<file path="src/rtl/tick_timer_pkg.sv">
package tick_timer_pkg;

  localparam int OFS_CTRL   = 'h0;
  localparam int OFS_RELOAD = 'h4;
  localparam int OFS_COUNT  = 'h8;
  localparam int OFS_CALIB  = 'hC;

  localparam int BIT_EN      = 0;
  localparam int BIT_IRQ_EN  = 1;
  localparam int BIT_SRC     = 2;
  localparam int BIT_FLAG    = 16;
  localparam int CTRL_WR_W   = 3;

  typedef struct packed {
    logic granted;
    logic wr_ctrl;
    logic wr_reload;
    logic wr_count;
    logic rd_ctrl;
    logic hit_ctrl;
    logic hit_reload;
    logic hit_count;
    logic hit_calib;
  } bus_strobe_t;

endpackage

</file>
<file path="src/rtl/tt_bus_decode.sv">
module tt_bus_decode
  import tick_timer_pkg::*;
#(
  parameter int ADDR_W = 8
) (
  input  logic              sel,
  input  logic [ADDR_W-1:0] addr,
  input  logic              we,
  input  logic              unpriv,
  output bus_strobe_t       stb
);

  logic ok;
  assign ok = sel & ~unpriv;

  always_comb begin
    stb            = '0;
    stb.granted    = ok;
    stb.hit_ctrl   = (addr == ADDR_W'(OFS_CTRL));
    stb.hit_reload = (addr == ADDR_W'(OFS_RELOAD));
    stb.hit_count  = (addr == ADDR_W'(OFS_COUNT));
    stb.hit_calib  = (addr == ADDR_W'(OFS_CALIB));
    stb.wr_ctrl    = ok & we & stb.hit_ctrl;
    stb.wr_reload  = ok & we & stb.hit_reload;
    stb.wr_count   = ok & we & stb.hit_count;
    stb.rd_ctrl    = ok & ~we & stb.hit_ctrl;
  end

endmodule

</file>
<file path="src/rtl/tt_ctrl_reg.sv">
module tt_ctrl_reg
  import tick_timer_pkg::*;
(
  input  logic                 clk,
  input  logic                 rst,
  input  logic                 wr,
  input  logic [CTRL_WR_W-1:0] wbits,
  input  logic                 rd_clear,
  input  logic                 count_wr,
  input  logic                 wrap,
  output logic                 en_q,
  output logic                 irq_en_q,
  output logic                 src_q,
  output logic                 flag_q
);

  always_ff @(posedge clk) begin
    if (rst) begin
      en_q     <= 1'b0;
      irq_en_q <= 1'b0;
      src_q    <= 1'b0;
    end else if (wr) begin
      en_q     <= wbits[BIT_EN];
      irq_en_q <= wbits[BIT_IRQ_EN];
      src_q    <= wbits[BIT_SRC];
    end
  end

  // A wrap in the same cycle as a clearing read wins: the new event is kept.
  always_ff @(posedge clk) begin
    if (rst)                       flag_q <= 1'b0;
    else if (wrap)                 flag_q <= 1'b1;
    else if (rd_clear || count_wr) flag_q <= 1'b0;
  end

  p_flag_on_wrap_r6 : assert property (@(posedge clk) disable iff (rst)
    wrap |=> flag_q);

  p_flag_cleared_r7 : assert property (@(posedge clk) disable iff (rst)
    ((rd_clear || count_wr) && !wrap) |=> !flag_q);

endmodule

</file>
<file path="src/rtl/tt_down_counter.sv">
module tt_down_counter #(
  parameter int CNT_W = 24
) (
  input  logic             clk,
  input  logic             rst,
  input  logic             src_core,
  input  logic             ref_tick,
  input  logic             en_toggle,
  input  logic             en_new,
  input  logic             reload_wr,
  input  logic [CNT_W-1:0] reload_wdata,
  input  logic             count_wr,
  output logic [CNT_W-1:0] cnt_q,
  output logic [CNT_W-1:0] reload_q,
  output logic             wrap,
  output logic             run_q
);

  localparam logic [CNT_W-1:0] ONE = CNT_W'(1);

  logic step;
  logic reload_zero;

  assign step        = run_q & (src_core | ref_tick);
  assign reload_zero = (reload_q == '0);
  assign wrap        = step & ~count_wr & (cnt_q == ONE);

  always_ff @(posedge clk) begin
    if (rst)            reload_q <= '0;
    else if (reload_wr) reload_q <= reload_wdata;
  end

  always_ff @(posedge clk) begin
    if (rst)           cnt_q <= '0;
    else if (count_wr) cnt_q <= '0;
    else if (step)     cnt_q <= (cnt_q == '0) ? reload_q : cnt_q - ONE;
  end

  always_ff @(posedge clk) begin
    if (rst)                           run_q <= 1'b0;
    else if (count_wr && reload_zero)  run_q <= 1'b0;
    else if (en_toggle)                run_q <= en_new;
    else if (wrap && reload_zero)      run_q <= 1'b0;
  end

  p_idle_hold_r9 : assert property (@(posedge clk) disable iff (rst)
    (!run_q && !count_wr) |=> $stable(cnt_q));

  p_zero_reload_halt_r9 : assert property (@(posedge clk) disable iff (rst)
    (wrap && reload_zero && !en_toggle) |=> !run_q);

  p_count_write_zero_r8 : assert property (@(posedge clk) disable iff (rst)
    count_wr |=> (cnt_q == '0));

  p_reload_store_r4 : assert property (@(posedge clk) disable iff (rst)
    reload_wr |=> (reload_q == $past(reload_wdata)));

endmodule

</file>
<file path="src/rtl/tick_timer.sv">
module tick_timer
  import tick_timer_pkg::*;
#(
  parameter int ADDR_W    = 8,
  parameter int DATA_W    = 32,
  parameter int CNT_W     = 24,
  parameter int CAL_VALUE = 10000
) (
  input  logic              clk,
  input  logic              rst,
  input  logic              bus_sel,
  input  logic [ADDR_W-1:0] bus_addr,
  input  logic              bus_we,
  input  logic [DATA_W-1:0] bus_wdata,
  input  logic              bus_unpriv,
  output logic [DATA_W-1:0] bus_rdata,
  output logic              bus_err,
  input  logic              ref_tick,
  output logic              tick_irq
);

  localparam logic [DATA_W-1:0] CAL_WORD = DATA_W'(CAL_VALUE);

  bus_strobe_t       stb;
  logic              en_q, irq_en_q, src_q, flag_q;
  logic [CNT_W-1:0]  cnt_q, reload_q;
  logic              wrap, run_q;
  logic              en_toggle;
  logic [DATA_W-1:0] ctrl_word, rd_word;
  logic              unused_wdata_hi;

  assign unused_wdata_hi = ^bus_wdata[DATA_W-1:CNT_W];

  tt_bus_decode #(.ADDR_W(ADDR_W)) u_decode (
    .sel    (bus_sel),
    .addr   (bus_addr),
    .we     (bus_we),
    .unpriv (bus_unpriv),
    .stb    (stb)
  );

  assign en_toggle = stb.wr_ctrl & (bus_wdata[BIT_EN] != en_q);

  tt_ctrl_reg u_ctrl (
    .clk      (clk),
    .rst      (rst),
    .wr       (stb.wr_ctrl),
    .wbits    (bus_wdata[CTRL_WR_W-1:0]),
    .rd_clear (stb.rd_ctrl),
    .count_wr (stb.wr_count),
    .wrap     (wrap),
    .en_q     (en_q),
    .irq_en_q (irq_en_q),
    .src_q    (src_q),
    .flag_q   (flag_q)
  );

  tt_down_counter #(.CNT_W(CNT_W)) u_count (
    .clk          (clk),
    .rst          (rst),
    .src_core     (src_q),
    .ref_tick     (ref_tick),
    .en_toggle    (en_toggle),
    .en_new       (bus_wdata[BIT_EN]),
    .reload_wr    (stb.wr_reload),
    .reload_wdata (bus_wdata[CNT_W-1:0]),
    .count_wr     (stb.wr_count),
    .cnt_q        (cnt_q),
    .reload_q     (reload_q),
    .wrap         (wrap),
    .run_q        (run_q)
  );

  always_comb begin
    ctrl_word              = '0;
    ctrl_word[BIT_EN]      = en_q;
    ctrl_word[BIT_IRQ_EN]  = irq_en_q;
    ctrl_word[BIT_SRC]     = src_q;
    ctrl_word[BIT_FLAG]    = flag_q;
  end

  always_comb begin
    rd_word = '0;
    if (stb.hit_ctrl)   rd_word = ctrl_word;
    if (stb.hit_reload) rd_word = DATA_W'(reload_q);
    if (stb.hit_count)  rd_word = DATA_W'(cnt_q);
    if (stb.hit_calib)  rd_word = CAL_WORD;
  end

  always_ff @(posedge clk) begin
    if (rst) begin
      bus_rdata <= '0;
      bus_err   <= 1'b0;
      tick_irq  <= 1'b0;
    end else begin
      bus_err   <= bus_sel & bus_unpriv;
      bus_rdata <= (stb.granted && !bus_we) ? rd_word : '0;
      tick_irq  <= wrap & irq_en_q;
    end
  end

  p_irq_single_r6 : assert property (@(posedge clk) disable iff (rst)
    tick_irq |=> !tick_irq);

  p_unpriv_refused_r11 : assert property (@(posedge clk) disable iff (rst)
    (bus_sel && bus_unpriv) |=> (bus_err && bus_rdata == '0));

  p_calib_const_r10 : assert property (@(posedge clk) disable iff (rst)
    (bus_sel && !bus_unpriv && !bus_we && bus_addr == ADDR_W'(OFS_CALIB))
      |=> (bus_rdata == CAL_WORD));

  p_unpriv_no_effect_r11 : assert property (@(posedge clk) disable iff (rst)
    (bus_sel && bus_unpriv) |=> $stable(reload_q));

endmodule

</file>
<file path="config.mk">
export PLATFORM = sky130hd
export DESIGN_NAME = tick_timer
export DESIGN_NICKNAME = d
export VERILOG_FILES = /design/src/rtl/tick_timer_pkg.sv /design/src/rtl/tt_bus_decode.sv /design/src/rtl/tt_ctrl_reg.sv /design/src/rtl/tt_down_counter.sv /design/src/rtl/tick_timer.sv
export SDC_FILE = /design/constraint.sdc
export NUM_CORES = 1
export LEC_CHECK = 0
export BUFFER_PORTS_ARGS = -buffer_cell sky130_fd_sc_hd__buf_2
export CAP_MARGIN = 20
export CELL_PAD_IN_SITES_DETAIL_PLACEMENT = 0
export CELL_PAD_IN_SITES_GLOBAL_PLACEMENT = 1
export CORE_UTILIZATION = 41
export DETAILED_ROUTE_END_ITERATION = 8
export PLACE_DENSITY = 0.9
export REMOVE_ABC_BUFFERS = 1
export SYNTH_ARGS = -nofsm -noshare
export SYNTH_HDL_FRONTEND = slang
export SYNTH_HIERARCHICAL = 1
export SYNTH_SLANG_ARGS = --single-unit
</file>
<file path="constraint.sdc">
create_clock -name clk -period 3.6 [get_ports clk]
set_clock_uncertainty 0.15 [all_clocks]
set_input_delay 0.9 -clock clk [delete_from_list [all_inputs] [get_ports clk]]
set_output_delay 0.9 -clock clk [all_outputs]
set_load 0.01 [all_outputs]
</file>
==> run metrics <==
Post-Syn Area per Cell=8.82 um2; clock root cell=clkbuf_8; CP arrival=2950 ps; internal power=1.18 mW; setup violators final=0; worst relative slew slack=0.388; simple-gate share of the synthesized area=0.297; Vias/cell=5.55; max_cap viols=0; mux share of post-synthesis cell area=0.0925; layout cells sized above 1=0.230; # diodes=0; Slowest cell on crit path=or2_1; worst-path maximum fanout=21; post-synthesis sequential area ratio=0.385; Pleak=1.76 nW; Max Freq=348 MHz; # nets final=569; CTS buffer count=9; fin. max-slew vios=0; Routed WL=10300 um; Tot Pwr=1.54 mW; most instantiated library cell after synthesis=dfxtp_1; area grow syn2layout=13.7%; net switching power of the design=356 uW; DRT antenna net count=0; largest stage delay on the critical path=660 ps; gr ovfl total=0; DPL Wire Length=7070 um; Post-synth EDFFs=0; Gates resized, CTS repair=0; Tmin final=2870 ps; crit-path cells=nor3_1 > nand4_1 > or2_1 > o311ai_0 > a21oi_1; Critical Path Sink Type=flop; post-route setup TNS=0 ps; Synth Flop Type=dfxtp_1; Distinct cells, synth=65; worst hold slack=328 ps; area share of the largest cell type after synthesis=0.385; initial antenna violation count=0; RR Startpoint=u_count/cnt_q[18]; R2R setup slack=730 ps; complex-gate fraction of the synthesized area=0.152; TritonCTS clock tree=done; largest family of logic cells by synthesized area=simple AND/OR/NAND/NOR gates; Clock Sinks=79; routed len/inst=15.7 um; xor/xnor cell area share of the yosys netlist=0.00213; CP Class=flop to flop; Clock Path Buffers=2; Ports=80; DIE AREA=10400 um2; Fin. Hold Viols=0; cts hold-fix bufs=0; Clock Power Share=0.392; worst hold stages=2; YS warnings=6; period utilization=0.798; Post-Route Utilization=0.480; die width=102 um; Worst setup SP type=flop; Die Ht=102 um; most instantiated cells after synthesis=79 x dfxtp_1, 55 x nor2_1, 38 x mux2i_1, 38 x nand2_1, 34 x a21oi_1; first-pass iteration count of the detailed router=5; port bufs=63; fillers=963; min-delay worst type=flop to flop; dpl ws=590 ps; R2R cell count=5; Post-Synth Adder-Cell Area=0.00913; power share of the combinational group=0.040; All-Layer GR Usage=0.207; outcome=finished, final reports clean; first-pass GRT wire length=16800 um; power per cell area=329 nW/um2; Worst-Skew Late Latency=350 ps; Synth async-reset ratio=0; Reg clk slew, reported paths=80 ps; Worst Path Required=3680 ps; Synth Instances=466; Worst-Margin Slew=919 ps; Initial Util=0.423; # placed instances=642; Worst Hold Path EP=u_count/cnt_q[20]; largest cells by area after synthesis=dfxtp_1 38%, mux2i_1 9.3%, nor2_1 5.0%, nand3b_1 4.7%, a21oi_1 4.1%; sequential power share=0.569; core footprint=9730 um2; htree depth=3; # DRC=0; beginning of the worst hold path=u_count/cnt_q[20]; unrepaired setup endpoints after global routing=no; sw frac=0.232; top cell type by total area after synthesis=dfxtp_1; Worst R2R End=u_count/cnt_q[3]; final std cells w/o fill=658; vias=3653; row cnt=36; #FFs+latches synth=79; Post-DP Area=4500 um2; gp weighted congestion=0.904; Initial DRC Count=160; largest net degree at the start of global routing=49; final worst setup slack=728 ps; design area=4670 um2; vias in the first global route=3512; VDD IR max=0.191 mV; mapped cell area=4110 um2; Post-CTS Setup Inserts=0
[area by class of cell]
| type | count | area [um2] | area share |
|---|---|---|---|
| Multi-Input combinational cell | 348 | 2330 | 0.498 |
| Sequential cell | 79 | 1580 | 0.338 |
| Timing Repair Buffer | 73 | 390 | 0.0835 |
| Tap cell | 133 | 166 | 0.0356 |
| Clock buffer | 12 | 155 | 0.0332 |
| Inverter | 9 | 33.8 | 0.00723 |
| Clock inverter | 4 | 20.0 | 0.00428 |
[logic make-up (layout without fill, tap and decap cells)]
group / Yosys count / count (layout)
adders and majority gates: 3 / 3
buffers and inverters: 46 / 98
and+or+nand+nor: 201 / 201
muxes: 38 / 38
xor gates and xnor gates: 1 / 1
AOI/OAI and AO/OA: 97 / 97
other: 1 / 8
DFF: 79 / 79
[power by group through the flow]
stage	logic [mW]	registers [mW]	clock network, mW
final	0.0613	0.874	0.602
after global routing	0.0682	0.874	0.654
after CTS	0.0617	0.874	0.615
after detailed placement	0.0616	0.894	0
after global placement	0.0602	0.894	0
after floorplan	0.0215	0.895	0
[state kept, by name, indices dropped and copies added (netlist names)]
name / count
u_count/cnt_q: 24
u_ctrl/en_q: 1
u_ctrl/src_q: 1
bus_err: 1
u_ctrl/flag_q: 1
u_count/run_q: 1
tick_irq: 1
u_ctrl/irq_en_q: 1
u_count/reload_q: 24
bus_rdata: 24
[worst max path at each step]
stage	start	endpoint	slack, ps
2_1_floorplan	bus_addr[1]	bus_rdata[14]	-1340
3_3_place_gp	bus_addr[1]	u_count/cnt_q[19]	620
3_5_place_dp	bus_addr[1]	u_count/cnt_q[19]	590
4_1_cts	u_count/cnt_q[18]	u_count/cnt_q[12]	810
5_1_grt	u_count/cnt_q[18]	u_count/cnt_q[3]	540
6_report	u_count/cnt_q[18]	u_count/cnt_q[3]	730
[cell usage in the layout (no fill, tap or decap), types with 3 or more instances in the layout]
cell      synthesis  layout
o311ai_0          3       3
inv_1             9       9
nor4_1           11      10
clkinv_2          0       4
nor4_4            3       4
clkbuf_8          0      11
conb_1            1       8
nand3_1           9       9
a211oi_1          8       8
a21oi_2           9       9
or4b_1            3       3
nand4_1           6       6
ha_1              3       3
nor4_2            4       4
nor3_1           10      10
o22ai_1          11      11
buf_4            11      10
a21oi_1          34      34
dfxtp_1          79      79
buf_2             1      63
or3_1             4       4
nand2_1          38      38
o21ai_0          15      15
mux2i_1          38      38
nor2b_1           5       5
o21a_1            4       4
nand3b_1         26      26
nor2_1           55      55
[critical path, delay by kind of cell (launching register included)]
family           cells  cell delay (ps)
AND/OR/NAND/NOR      3             1680
AO/OA/AOI/OAI        2              560
flip-flops           1              360
[routing by layer]
layer / share of wire / GRT usage
met1: 0.46 / 0.268
met2: 0.47 / 0.340
met3: 0.052 / 0.0363
met4: 0.015 / 0.0890
met5: 0 / 0
Note: power is estimated with default switching activity, not from simulation.
